===== src/rtl/vexp_pkg.sv =====
package vexp_pkg;
    localparam int REG_W      = 5;
    localparam int NREG       = 1 << REG_W;
    localparam int OPC_W      = 7;
    localparam int MAX_LEN    = 16;
    localparam int IDX_W      = $clog2(MAX_LEN);
    localparam int FIFO_DEPTH = 16;

    typedef struct packed {
        logic [OPC_W-1:0] opc;
        logic [REG_W-1:0] rd;
        logic [REG_W-1:0] rs1;
        logic [REG_W-1:0] rs2;
    } elem_t;

    typedef struct packed {
        logic               vec;
        logic [IDX_W-1:0]   len_m1;
        logic [MAX_LEN-1:0] pred;
    } rcfg_t;

    typedef enum logic [1:0] {
        S_IDLE   = 2'd0,
        S_SINGLE = 2'd1,
        S_EXPAND = 2'd2
    } st_e;
endpackage


===== src/rtl/vexp_cfg_table.sv =====
module vexp_cfg_table
    import vexp_pkg::*;
#(
    parameter int ENTRIES = 32
) (
    input  logic                       clk,
    input  logic                       rst_n,
    input  logic                       we,
    input  logic [$clog2(ENTRIES)-1:0] wr_idx,
    input  rcfg_t                      wr_data,
    input  logic [$clog2(ENTRIES)-1:0] rd_idx,
    input  logic [$clog2(ENTRIES)-1:0] rs1_idx,
    input  logic [$clog2(ENTRIES)-1:0] rs2_idx,
    output rcfg_t                      rd_cfg,
    output logic                       rs1_vec,
    output logic                       rs2_vec
);
    localparam int IW = $clog2(ENTRIES);
    localparam rcfg_t RST_CFG = '{vec: 1'b0, len_m1: '0, pred: '1};

    rcfg_t tbl [ENTRIES];

    for (genvar g = 0; g < ENTRIES; g++) begin : g_ent
        always_ff @(posedge clk) begin
            if (!rst_n) begin
                tbl[g] <= RST_CFG;
            end else if (we && (wr_idx == IW'(g))) begin
                tbl[g] <= wr_data;
            end
        end
    end

    always_comb begin
        rd_cfg  = tbl[rd_idx];
        rs1_vec = tbl[rs1_idx].vec;
        rs2_vec = tbl[rs2_idx].vec;
    end

    // a written entry reads back on the cycle after the write
    a_r2_write_visible: assert property (@(posedge clk) disable iff (!rst_n)
        (we && wr_idx == rd_idx) |=> (rd_cfg == $past(wr_data) || $past(rd_idx) != rd_idx
                                     || we));
endmodule


===== src/rtl/vexp_fifo.sv =====
module vexp_fifo
    import vexp_pkg::*;
#(
    parameter int DEPTH = 16
) (
    input  logic  clk,
    input  logic  rst_n,
    input  logic  wr_en,
    input  elem_t wr_data,
    input  logic  rd_en,
    output elem_t rd_data,
    output logic  full,
    output logic  empty
);
    localparam int AW = $clog2(DEPTH);

    elem_t         mem [DEPTH];
    logic [AW:0]   wr_ptr;
    logic [AW:0]   rd_ptr;
    logic [AW:0]   fill;
    logic          do_wr;
    logic          do_rd;

    always_comb begin
        empty   = (wr_ptr == rd_ptr);
        full    = (wr_ptr[AW] != rd_ptr[AW]) && (wr_ptr[AW-1:0] == rd_ptr[AW-1:0]);
        do_wr   = wr_en && !full;
        do_rd   = rd_en && !empty;
        fill    = wr_ptr - rd_ptr;
        rd_data = mem[rd_ptr[AW-1:0]];
    end

    always_ff @(posedge clk) begin
        if (do_wr) begin
            mem[wr_ptr[AW-1:0]] <= wr_data;
        end
    end

    always_ff @(posedge clk) begin
        if (!rst_n) begin
            wr_ptr <= '0;
            rd_ptr <= '0;
        end else begin
            if (do_wr) wr_ptr <= wr_ptr + 1'b1;
            if (do_rd) rd_ptr <= rd_ptr + 1'b1;
        end
    end

    // the sequencer never offers an entry to a full queue
    a_r9_no_write_when_full: assert property (@(posedge clk) disable iff (!rst_n)
        wr_en |-> !full);

    // occupancy never exceeds the depth
    a_r9_fill_bounded: assert property (@(posedge clk) disable iff (!rst_n)
        fill <= (AW+1)'(DEPTH));

    // a pop on an empty queue without a write leaves it empty
    a_r10_empty_pop_ignored: assert property (@(posedge clk) disable iff (!rst_n)
        (rd_en && empty && !wr_en) |=> empty);
endmodule


===== src/rtl/vexp_seq.sv =====
module vexp_seq
    import vexp_pkg::*;
(
    input  logic  clk,
    input  logic  rst_n,
    input  logic  in_valid,
    output logic  in_ready,
    input  elem_t in_ins,
    input  rcfg_t rd_cfg,
    input  logic  rs1_vec,
    input  logic  rs2_vec,
    input  logic  fifo_full,
    output logic  push,
    output elem_t push_data,
    output logic  err
);
    st_e                st, st_nx;
    elem_t              ins;
    logic               v_rd, v_rs1, v_rs2;
    logic [IDX_W-1:0]   len_m1;
    logic [IDX_W-1:0]   idx;
    logic [MAX_LEN-1:0] pred;
    logic               err_q;

    logic [REG_W:0]     sum_rd, sum_rs1, sum_rs2;
    logic               ovf, en_el, last_el;
    logic               accept, single_in;
    logic               advance, ovf_hit;

    // element register numbers and element status
    always_comb begin
        sum_rd  = {1'b0, ins.rd}  + (v_rd  ? {{(REG_W+1-IDX_W){1'b0}}, idx} : '0);
        sum_rs1 = {1'b0, ins.rs1} + (v_rs1 ? {{(REG_W+1-IDX_W){1'b0}}, idx} : '0);
        sum_rs2 = {1'b0, ins.rs2} + (v_rs2 ? {{(REG_W+1-IDX_W){1'b0}}, idx} : '0);
        ovf     = sum_rd[REG_W] | sum_rs1[REG_W] | sum_rs2[REG_W];
        en_el   = pred[idx];
        last_el = (idx == len_m1);
        accept  = in_valid && (st == S_IDLE);
        single_in = !(rd_cfg.vec || rs1_vec || rs2_vec) || (rd_cfg.len_m1 == '0);
    end

    // next state and transition qualifiers
    always_comb begin
        st_nx   = st;
        advance = 1'b0;
        ovf_hit = 1'b0;
        unique case (st)
            S_IDLE: begin
                if (accept) begin
                    st_nx = single_in ? S_SINGLE : S_EXPAND;   // accept-single / accept-vector
                end
            end
            S_SINGLE: begin
                if (!fifo_full) begin
                    st_nx = S_IDLE;                            // single-done
                end
            end
            S_EXPAND: begin
                if (!en_el) begin
                    advance = 1'b1;                            // skip
                end else if (ovf) begin
                    ovf_hit = 1'b1;
                    st_nx   = S_IDLE;                          // overflow-abort
                end else if (!fifo_full) begin
                    advance = 1'b1;                            // push
                end
                if (advance && last_el) begin
                    st_nx = S_IDLE;                            // last-done
                end
            end
            default: st_nx = S_IDLE;
        endcase
    end

    // state register
    always_ff @(posedge clk) begin
        if (!rst_n) begin
            st <= S_IDLE;
        end else begin
            st <= st_nx;
        end
    end

    // outputs
    always_comb begin
        in_ready  = (st == S_IDLE);
        push      = 1'b0;
        push_data = ins;
        err       = err_q;
        unique case (st)
            S_IDLE: begin
            end
            S_SINGLE: begin
                push = !fifo_full;
            end
            S_EXPAND: begin
                push          = en_el && !ovf && !fifo_full;
                push_data.rd  = sum_rd[REG_W-1:0];
                push_data.rs1 = sum_rs1[REG_W-1:0];
                push_data.rs2 = sum_rs2[REG_W-1:0];
            end
            default: begin
            end
        endcase
    end

    // captured instruction, element index, error flag
    always_ff @(posedge clk) begin
        if (!rst_n) begin
            ins    <= '0;
            v_rd   <= 1'b0;
            v_rs1  <= 1'b0;
            v_rs2  <= 1'b0;
            len_m1 <= '0;
            pred   <= '0;
            idx    <= '0;
            err_q  <= 1'b0;
        end else begin
            if (accept) begin
                ins    <= in_ins;
                v_rd   <= rd_cfg.vec;
                v_rs1  <= rs1_vec;
                v_rs2  <= rs2_vec;
                len_m1 <= rd_cfg.len_m1;
                pred   <= rd_cfg.pred;
                idx    <= '0;
            end else if (advance) begin
                idx <= idx + 1'b1;
            end
            if (accept) begin
                err_q <= 1'b0;
            end else if (ovf_hit) begin
                err_q <= 1'b1;
            end
        end
    end

    // ready drops on the cycle after an accepted instruction
    a_r8_ready_drops: assert property (@(posedge clk) disable iff (!rst_n)
        (in_valid && in_ready) |=> !in_ready);

    // the element index stays inside the captured length
    a_r3_idx_in_range: assert property (@(posedge clk) disable iff (!rst_n)
        (st == S_EXPAND) |-> (idx <= len_m1));

    // a stalled enabled element is held, not skipped
    a_r9_stall_holds: assert property (@(posedge clk) disable iff (!rst_n)
        (st == S_EXPAND && fifo_full && en_el && !ovf) |=> (st == S_EXPAND && $stable(idx)));

    // the error flag rises only after an out-of-range enabled element
    a_r7_err_cause: assert property (@(posedge clk) disable iff (!rst_n)
        $rose(err) |-> $past(st == S_EXPAND && en_el && ovf));

    // a masked element never reaches the queue
    a_r5_masked_no_push: assert property (@(posedge clk) disable iff (!rst_n)
        (st == S_EXPAND && !en_el) |-> !push);
endmodule


===== src/rtl/vec_expander.sv =====
module vec_expander
    import vexp_pkg::*;
(
    input  logic               clk,
    input  logic               rst_n,
    input  logic               in_valid,
    output logic               in_ready,
    input  logic [OPC_W-1:0]   in_opcode,
    input  logic [REG_W-1:0]   in_rd,
    input  logic [REG_W-1:0]   in_rs1,
    input  logic [REG_W-1:0]   in_rs2,
    input  logic               cfg_we,
    input  logic [REG_W-1:0]   cfg_reg,
    input  logic               cfg_vec,
    input  logic [IDX_W-1:0]   cfg_len_m1,
    input  logic [MAX_LEN-1:0] cfg_pred,
    input  logic               out_pop,
    output logic [OPC_W-1:0]   out_opcode,
    output logic [REG_W-1:0]   out_rd,
    output logic [REG_W-1:0]   out_rs1,
    output logic [REG_W-1:0]   out_rs2,
    output logic               out_empty,
    output logic               out_full,
    output logic               err
);
    elem_t in_ins;
    rcfg_t cfg_wdata;
    rcfg_t rd_cfg;
    logic  rs1_vec, rs2_vec;
    logic  push;
    elem_t push_data;
    elem_t head;

    always_comb begin
        in_ins           = '{opc: in_opcode, rd: in_rd, rs1: in_rs1, rs2: in_rs2};
        cfg_wdata        = '{vec: cfg_vec, len_m1: cfg_len_m1, pred: cfg_pred};
        out_opcode       = head.opc;
        out_rd           = head.rd;
        out_rs1          = head.rs1;
        out_rs2          = head.rs2;
    end

    vexp_cfg_table #(.ENTRIES(NREG)) u_cfg (
        .clk     (clk),
        .rst_n   (rst_n),
        .we      (cfg_we),
        .wr_idx  (cfg_reg),
        .wr_data (cfg_wdata),
        .rd_idx  (in_rd),
        .rs1_idx (in_rs1),
        .rs2_idx (in_rs2),
        .rd_cfg  (rd_cfg),
        .rs1_vec (rs1_vec),
        .rs2_vec (rs2_vec)
    );

    vexp_seq u_seq (
        .clk       (clk),
        .rst_n     (rst_n),
        .in_valid  (in_valid),
        .in_ready  (in_ready),
        .in_ins    (in_ins),
        .rd_cfg    (rd_cfg),
        .rs1_vec   (rs1_vec),
        .rs2_vec   (rs2_vec),
        .fifo_full (out_full),
        .push      (push),
        .push_data (push_data),
        .err       (err)
    );

    vexp_fifo #(.DEPTH(FIFO_DEPTH)) u_fifo (
        .clk     (clk),
        .rst_n   (rst_n),
        .wr_en   (push),
        .wr_data (push_data),
        .rd_en   (out_pop),
        .rd_data (head),
        .full    (out_full),
        .empty   (out_empty)
    );

    // nothing is pushed on the cycle an instruction is accepted
    a_r6_no_push_on_accept: assert property (@(posedge clk) disable iff (!rst_n)
        (in_valid && in_ready) |-> !push);
endmodule


===== config.mk =====
export PLATFORM = sky130hd
export DESIGN_NAME = vec_expander
export DESIGN_NICKNAME = d
export VERILOG_FILES = /design/src/rtl/vexp_pkg.sv /design/src/rtl/vexp_cfg_table.sv /design/src/rtl/vexp_fifo.sv /design/src/rtl/vexp_seq.sv /design/src/rtl/vec_expander.sv
export SDC_FILE = /design/constraint.sdc
export NUM_CORES = 1
export LEC_CHECK = 0
export CAP_MARGIN = 30
export CORE_MARGIN = 2
export CORE_UTILIZATION = 64
export DETAILED_ROUTE_END_ITERATION = 7
export DONT_BUFFER_PORTS = 1
export MAX_ROUTING_LAYER = met4
export PLACE_DENSITY_LB_ADDON = 0.25
export SYNTH_ARGS = -nofsm -noshare
export SYNTH_HDL_FRONTEND = slang
export SYNTH_HIERARCHICAL = 1
export SYNTH_SLANG_ARGS = --single-unit

===== constraint.sdc =====
create_clock -name clk -period 4.9 [get_ports clk]
set_input_delay 0.49 -clock clk [delete_from_list [all_inputs] [get_ports clk]]
set_output_delay 0.49 -clock clk [all_outputs]
set_load 0.01 [all_outputs]

=== Yosys cells after proc, flatten, opt, wreduce, memory -nomap -nowiden ===
Memories as Yosys holds them, arrays and structs flattened. A register that Yosys moved wholly into a read port is not among the register bits.
Cells that the tools add are included.

* Flip-flop bits (word level): 62
* RAM bits: 1024
* Input bits: 53
* Output and inout bits: 26
* Word-level logic and storage cells: 305
* Memories kept: 2

{| class="wikitable"
|+ Memory list
! memory !! depth !! width !! rd ports !! clocked after Yosys merged registers in !! wr ports !! line !! text
|-
| u_cfg.tbl || 32 || 21 || 3 || 0 || 32 || vexp_cfg_table.sv:21 || <nowiki>rcfg_t tbl [ENTRIES];</nowiki>
|-
| u_fifo.mem || 16 || 22 || 1 || 1 || 1 || vexp_fifo.sv:17 || <nowiki>elem_t mem [DEPTH];</nowiki>
|}

* Add/sub/neg operators: 6
* $lt $le $gt $ge: 1
* Equal/unequal tests: 41
* Muxes and demuxes: 155
* Bitwise logic cells: 35
* Reduce and logical (&&, ||, !) cells: 51

{| class="wikitable"
|+ Operator list
! cell !! number
|-
| $mux W21 || 32
|-
| $mux W1 || 108
|-
| $eq A5 B5 Y1 const B || 16
|-
| $eq A5 B4 Y1 const B || 8
|-
| $logic_and A1 B1 Y1 || 39
|-
| $or A1 B1 Y1 || 34
|-
| $eq A5 B3 Y1 const B || 4
|-
| $mux W4 || 5
|-
| $add A5 B6 Y6 || 3
|-
| $mux W15 || 1
|-
| $mux W2 || 6
|-
| $add A5 B1 Y5 const B || 2
|-
| $eq A5 B2 Y1 const B || 2
|-
| $eq A4 B4 Y1 || 2
|-
| $ne A3 B1 Y1 const B || 2
|-
| $pmux W2 S3 || 1
|-
| $eq A5 B1 Y1 const B || 1
|-
| $eq A5 B5 Y1 || 1
|-
| $logic_not A5 Y1 || 1
|-
| $lt A4 B5 Y1 const B || 1
|-
| $add A4 B1 Y4 const B || 1
|-
| $bmux W1 S4 || 1
|-
| $logic_not A1 Y1 || 4
|-
| $logic_not A4 Y1 || 1
|-
| other kinds (11) || 13
|}

=== Logic depth before layout (Yosys ltp) ===
* Depth after elaboration: 11
* Depth in mapped cells: 13
* Gate-level depth less buffers: 12

=== Modules after synthesis ===
The synthesis kept the hierarchy.

{| class="wikitable"
|+ By module, submodules not included
! module !! instances !! cells each !! area each (sq um) !! seq. area each (sq um)
|-
| vexp_cfg_table || 1 || 2443 || 32078.3 || 20179.4
|-
| vexp_fifo || 1 || 594 || 14083.5 || 10850.4
|-
| vexp_seq || 1 || 346 || 2967.8 || 1041.0
|}

=== Worst setup path before layout ===
OpenSTA, ideal clock, no wires.

* Path kind: register -> register
* Start: register u_seq.idx[3]
* End: memory u_fifo/mem[15][0] (netlist name) (enable)
* Library setup time: 0.412 ns
* Data arrival time: 3.145 ns
* Data required time: 4.488 ns
* Slack: 1.343 ns
* Cell stages (with the launch flop): 12
* Path buffers: 1
* Period minus slack after synthesis: 3.557 ns
* Path through: dfxtp_1 -> buf_2 -> and2_1 -> ha_1 -> a21o_1 -> a22oi_1 -> o21ai_0 -> nor3_1 -> a21oi_1 -> nor3b_1 -> nand3_1 -> a21oi_1

* Cells in the longest elaborated chain, start to end: 11
* Elaborated cells on any way between the ends: 17
* Those cells by class: add/sub (3); mux (8); bitwise (2); reduce/logical (4)

{| class="wikitable"
|+ RTL lines
! item !! line !! text
|-
| start, declared || vexp_seq.sv:21 || <nowiki>logic [IDX_W-1:0] idx;</nowiki>
|-
| start signal, assigned || vexp_seq.sv:128 || <nowiki>idx <= idx + 1'b1;</nowiki>
|-
| $mux W4 (on tied branches) || vexp_seq.sv:32, vexp_seq.sv:33 ||
|-
| $add A5 B6 Y6 (on tied branches) || vexp_seq.sv:32, vexp_seq.sv:33 ||
|-
| $or A1 B1 Y1 (2 in a row) || vexp_seq.sv:35 || <nowiki>ovf = sum_rd[REG_W] | sum_rs1[REG_W] | sum_rs2[REG_W];</nowiki>
|-
| $logic_not A1 Y1 || vexp_seq.sv:97 || <nowiki>push = en_el && !ovf && !fifo_full;</nowiki>
|-
| $logic_and A1 B1 Y1 * (2 in a row) || vexp_seq.sv:97 ||
|-
| $pmux W1 S2 * || vexp_seq.sv:90 || <nowiki>unique case (st)</nowiki>
|-
| via push || vec_expander.sv:30 || <nowiki>logic push;</nowiki>
|-
| $logic_and A1 B1 Y1 * || vexp_fifo.sv:27 || <nowiki>do_wr = wr_en && !full;</nowiki>
|-
| $mux W1 * || vexp_fifo.sv:34 || <nowiki>if (do_wr) begin</nowiki>
|-
| $mux W1 (implied by the code) * || vexp_fifo.sv:35 || <nowiki>mem[wr_ptr[AW-1:0]] <= wr_data;</nowiki>
|-
| end, declared || vexp_fifo.sv:17 ||
|}

The timed path passes the listed nets; every way through them passes the cells marked *. The select of a mux whose other input is x is not followed.

=== Final worst setup path ===
* Start: register u_seq.idx[3]
* End: memory u_fifo/mem[5][5] (netlist name) (enable)

The elaborated chain is that of the path after synthesis.

==> results.json <==
{
  "status": "finished, violations left",
  "violations": "slew limit",
  "clock-sinks": 1090,
  "worstSetupEndpoint": "u_fifo/mem[5][5]",
  "synth_nets": 3460,
  "nets": 3394,
  "grt_pass1_vias": 29879,
  "grt_setup_unrepaired": "false",
  "maxCapViolCount": 0,
  "synth_top_area_share_pct": 62.6,
  "firstDrtPassIters": 6,
  "tightest_slew_ps": 2320,
  "grt_max_degree": 338,
  "hold_viol_final": 0,
  "period_share_pct": 85.5,
  "hp-class": "primary input to flop",
  "wl_mm": 126,
  "layout-drive-gt1-share_pct": 13.1,
  "setup_viol": 0,
  "ff_latch_area_mm2": 0.0321,
  "via_per_inst": 6.70,
  "instances_no_fill": 4442,
  "peakVddDrop_mv": 0.314,
  "h-tree-depth": 3,
  "post_cts_resized": 0,
  "clk_pin_slew_ps": 60,
  "synth_cell_types": 58,
  "drc_errors": 0,
  "timing.hold.ws_ps": 15.6,
  "power.density_mw_per_mm2": 396,
  "start_kind": "flop",
  "slew_violations": 205,
  "grt_pass1_wl_mm": 188,
  "syn_avg_cell_area_um2": 14.5,
  "worstSetupEndpointType": "flop",
  "antenna_found_initial": 2,
  "routabilityCongestion": 0.860,
  "ant_nets": 0,
  "final_core_util_pct": 71.4,
  "crit_arrival_ps": 4530,
  "dieArea_mm2": 0.0790,
  "grt_overflow": 0,
  "slew_headroom_pct": -54.5,
  "crit_start": "u_seq/idx[3]",
  "ys_ff_latch": 1090,
  "p_leak_nw": 18.5,
  "tns_ps": 0,
  "areaGrowthSynthToFinish_pct": 10.4,
  "synthTopCellsByArea": "edfxtp_1 63%, mux2i_1 7.8%, or3_1 6.5%",
  "clk_latency_ps": 680,
  "period_minus_slack_ps": 4190,
  "drt_iter0_drc": 3552,
  "placed_cells": 4167,
  "root_buffer": "clkbuf_16",
  "io_pins": 79,
  "cts_max_path_buffers": 3,
  "syn-cell-area_mm2": 0.0491,
  "multiInputGateArea_mm2": 0.0156,
  "place_hpwl_mm": 71.5,
  "worstReg2RegStart": "u_seq/idx[3]",
  "die_h_um": 281,
  "start_util_pct": 64.7,
  "synth_edf_count": 1024,
  "ff2ff_path_depth": 12,
  "path_max_fanout": 22,
  "max_freq_mhz": 239,
  "wl_per_cell_um": 28.4,
  "criticalPathCategory": "flop to flop",
  "via_count": 29764,
  "ys.flop_type": "edfxtp_1",
  "std_cell_rows": 101,
  "cts_tree": "yes",
  "finClkSkew_ps": 19.8,
  "ff2ff_setup_slack_ps": 710,
  "yosysTopAreaCell": "edfxtp_1",
  "yosys_warnings": 6,
  "async_flop_share_pct": 0,
  "coreArea_mm2": 0.0759,
  "cts_buffers": 106,
  "port_buffers": 0,
  "post_cts_buffers": 0,
  "seq_area_frac_synth_pct": 65.3,
  "die_x_um": 281,
  "r2r-end": "u_fifo/mem[5][5]",
  "grt_usage_pct": 33.3,
  "ctsHoldBuffers": 58,
  "syn_inst": 3383,
  "critical_path_required_ps": 5240,
  "num-fill-cells": 4776
}
-- metrics by stage --
stage	setup WS, ps	area (um2)	power (W)
finish	711	54200	0.0215
floorplan	1340	49100	0.0126
global route	492	54200	0.0220
CTS	748	53900	0.0215
global placement	922	49600	0.0131
detailed placement	825	49800	0.0132
-- layout by cell type (no fill, tap or decap), drive strengths merged, types with 3 or more instances in the layout --
cell / synthesis / layout
edfxtp: 1024 / 1024
or3: 513 / 513
mux2i: 381 / 381
nand2: 170 / 170
clkbuf: 239 / 130
mux4: 114 / 114
buf: 92 / 102
and2: 97 / 97
a22oi: 94 / 94
and3: 91 / 91
dfxtp: 66 / 66
a21oi: 64 / 64
nand3: 62 / 62
dlygate4sd3: 0 / 52
clkinv: 0 / 47
a21boi: 45 / 45
a22o: 42 / 42
o21ai: 40 / 40
nor2: 39 / 39
nand4: 30 / 30
nor3: 27 / 27
a31oi: 21 / 21
ha: 21 / 21
inv: 13 / 18
xnor2: 17 / 17
bufinv: 0 / 13
nand2b: 12 / 12
nor2b: 11 / 11
mux2: 10 / 10
o211ai: 9 / 9
clkinvlp: 0 / 8
and2b: 5 / 5
xor2: 4 / 4
and4b: 4 / 4
nor4: 4 / 4
diode: 0 / 3
or4: 3 / 3
a21o: 3 / 3
fa: 3 / 3
-- logic make-up after synthesis --
family	Yosys count	share of synthesized area (%)
AOI/OAI and AO/OA	325	4.54
xor gates and xnor gates	21	0.374
adders and majority gates	24	0.657
buffers and inverters	344	3.31
DFF	1090	65.3
muxes	505	13.3
and+or+nand+nor	1074	12.6
-- routing by layer --
layer / track usage (%) / share of wire [%]
met4: 11.2 / 3.2
met1: 42.1 / 37
met2: 55.1 / 51
met3: 5.57 / 8.8
met5: - / 0
-- synthesized netlist by cell type (4+ instances only) --
cell / n
nand2b_1: 11
a31oi_1: 21
nand4_1: 30
a22oi_1: 94
or3_1: 513
buf_1: 6
nor2b_1: 11
buf_6: 20
mux2i_1: 381
and2_1: 97
mux4_2: 110
nor3_2: 4
nand2_1: 170
buf_4: 37
and4b_1: 4
a22o_1: 42
mux2_2: 9
clkbuf_1: 236
and2b_1: 5
a21boi_0: 45
and3_1: 91
inv_1: 12
edfxtp_1: 1024
nand3_2: 4
buf_2: 29
xor2_1: 4
o21ai_0: 39
dfxtp_1: 66
nor3_1: 23
nor2_1: 37
a21oi_1: 62
mux4_1: 4
o211ai_1: 9
ha_1: 21
nand3_1: 58
xnor2_1: 17
-- flip-flops by register name, indices dropped and copies added, names as in the netlist, named ones only --
register and flops:
u_fifo/wr_ptr 5, u_seq/v_rs2 1, u_seq/len_m1 4, u_seq/push_data 7
u_seq/err 1, u_cfg/tbl 672, u_seq/idx 4, u_seq/ins 15
u_seq/pred 16, u_fifo/mem 352, u_seq/v_rs1 1, u_fifo/rd_ptr 5
u_seq/st 2, u_seq/v_rd 1
-- worst min-delay path by stage --
| stage | cells past startpoint | to | from | slack (ps) |
|---|---|---|---|---|
| finish | 1 | u_cfg/tbl[13][11] | cfg_pred[11] | 20 |
| global route | 1 | u_cfg/tbl[5][1] | cfg_pred[1] | -3 |
| floorplan | 2 | u_seq/pred[4] | u_seq/pred[4] | 440 |
| detailed placement | 2 | u_seq/pred[3] | u_seq/pred[3] | 460 |
| global placement | 2 | u_seq/pred[3] | u_seq/pred[3] | 460 |
| CTS | 1 | u_cfg/tbl[13][11] | cfg_pred[11] | 0.1 |
-- area by class of cell --
cell class	instances	area share, %
flip-flops and latches	1090	59.2
multi-input cells	1949	28.8
clock buffers	127	5.07
repair buffers	157	3.04
well taps	1030	2.38
clock inverters	73	1.46
inverters	13	0.0900
diodes	3	0.0138
-- power by group --
part	internal (W)	switching, W	leakage, nW	total (W)
Sequential	0.0108	0.000238	10.4	0.0110
Clock	0.00472	0.00355	1.71	0.00828
Combinational	0.000840	0.00135	6.38	0.00219
-- worst max-delay path, stage by stage, from the launching register on --
cell and delay, ps:
dfxtp_1 590, and2_1 200, ha_1 270, a21o_1 170, a22oi_1 150, o21ai_0 180
nor3_1 400, a21oi_1 200, nor3b_1 320, inv_1 160, a21oi_2 530, and4b_1 310
buf_4 350
No activity file was read; power rests on OpenSTA's default activity.
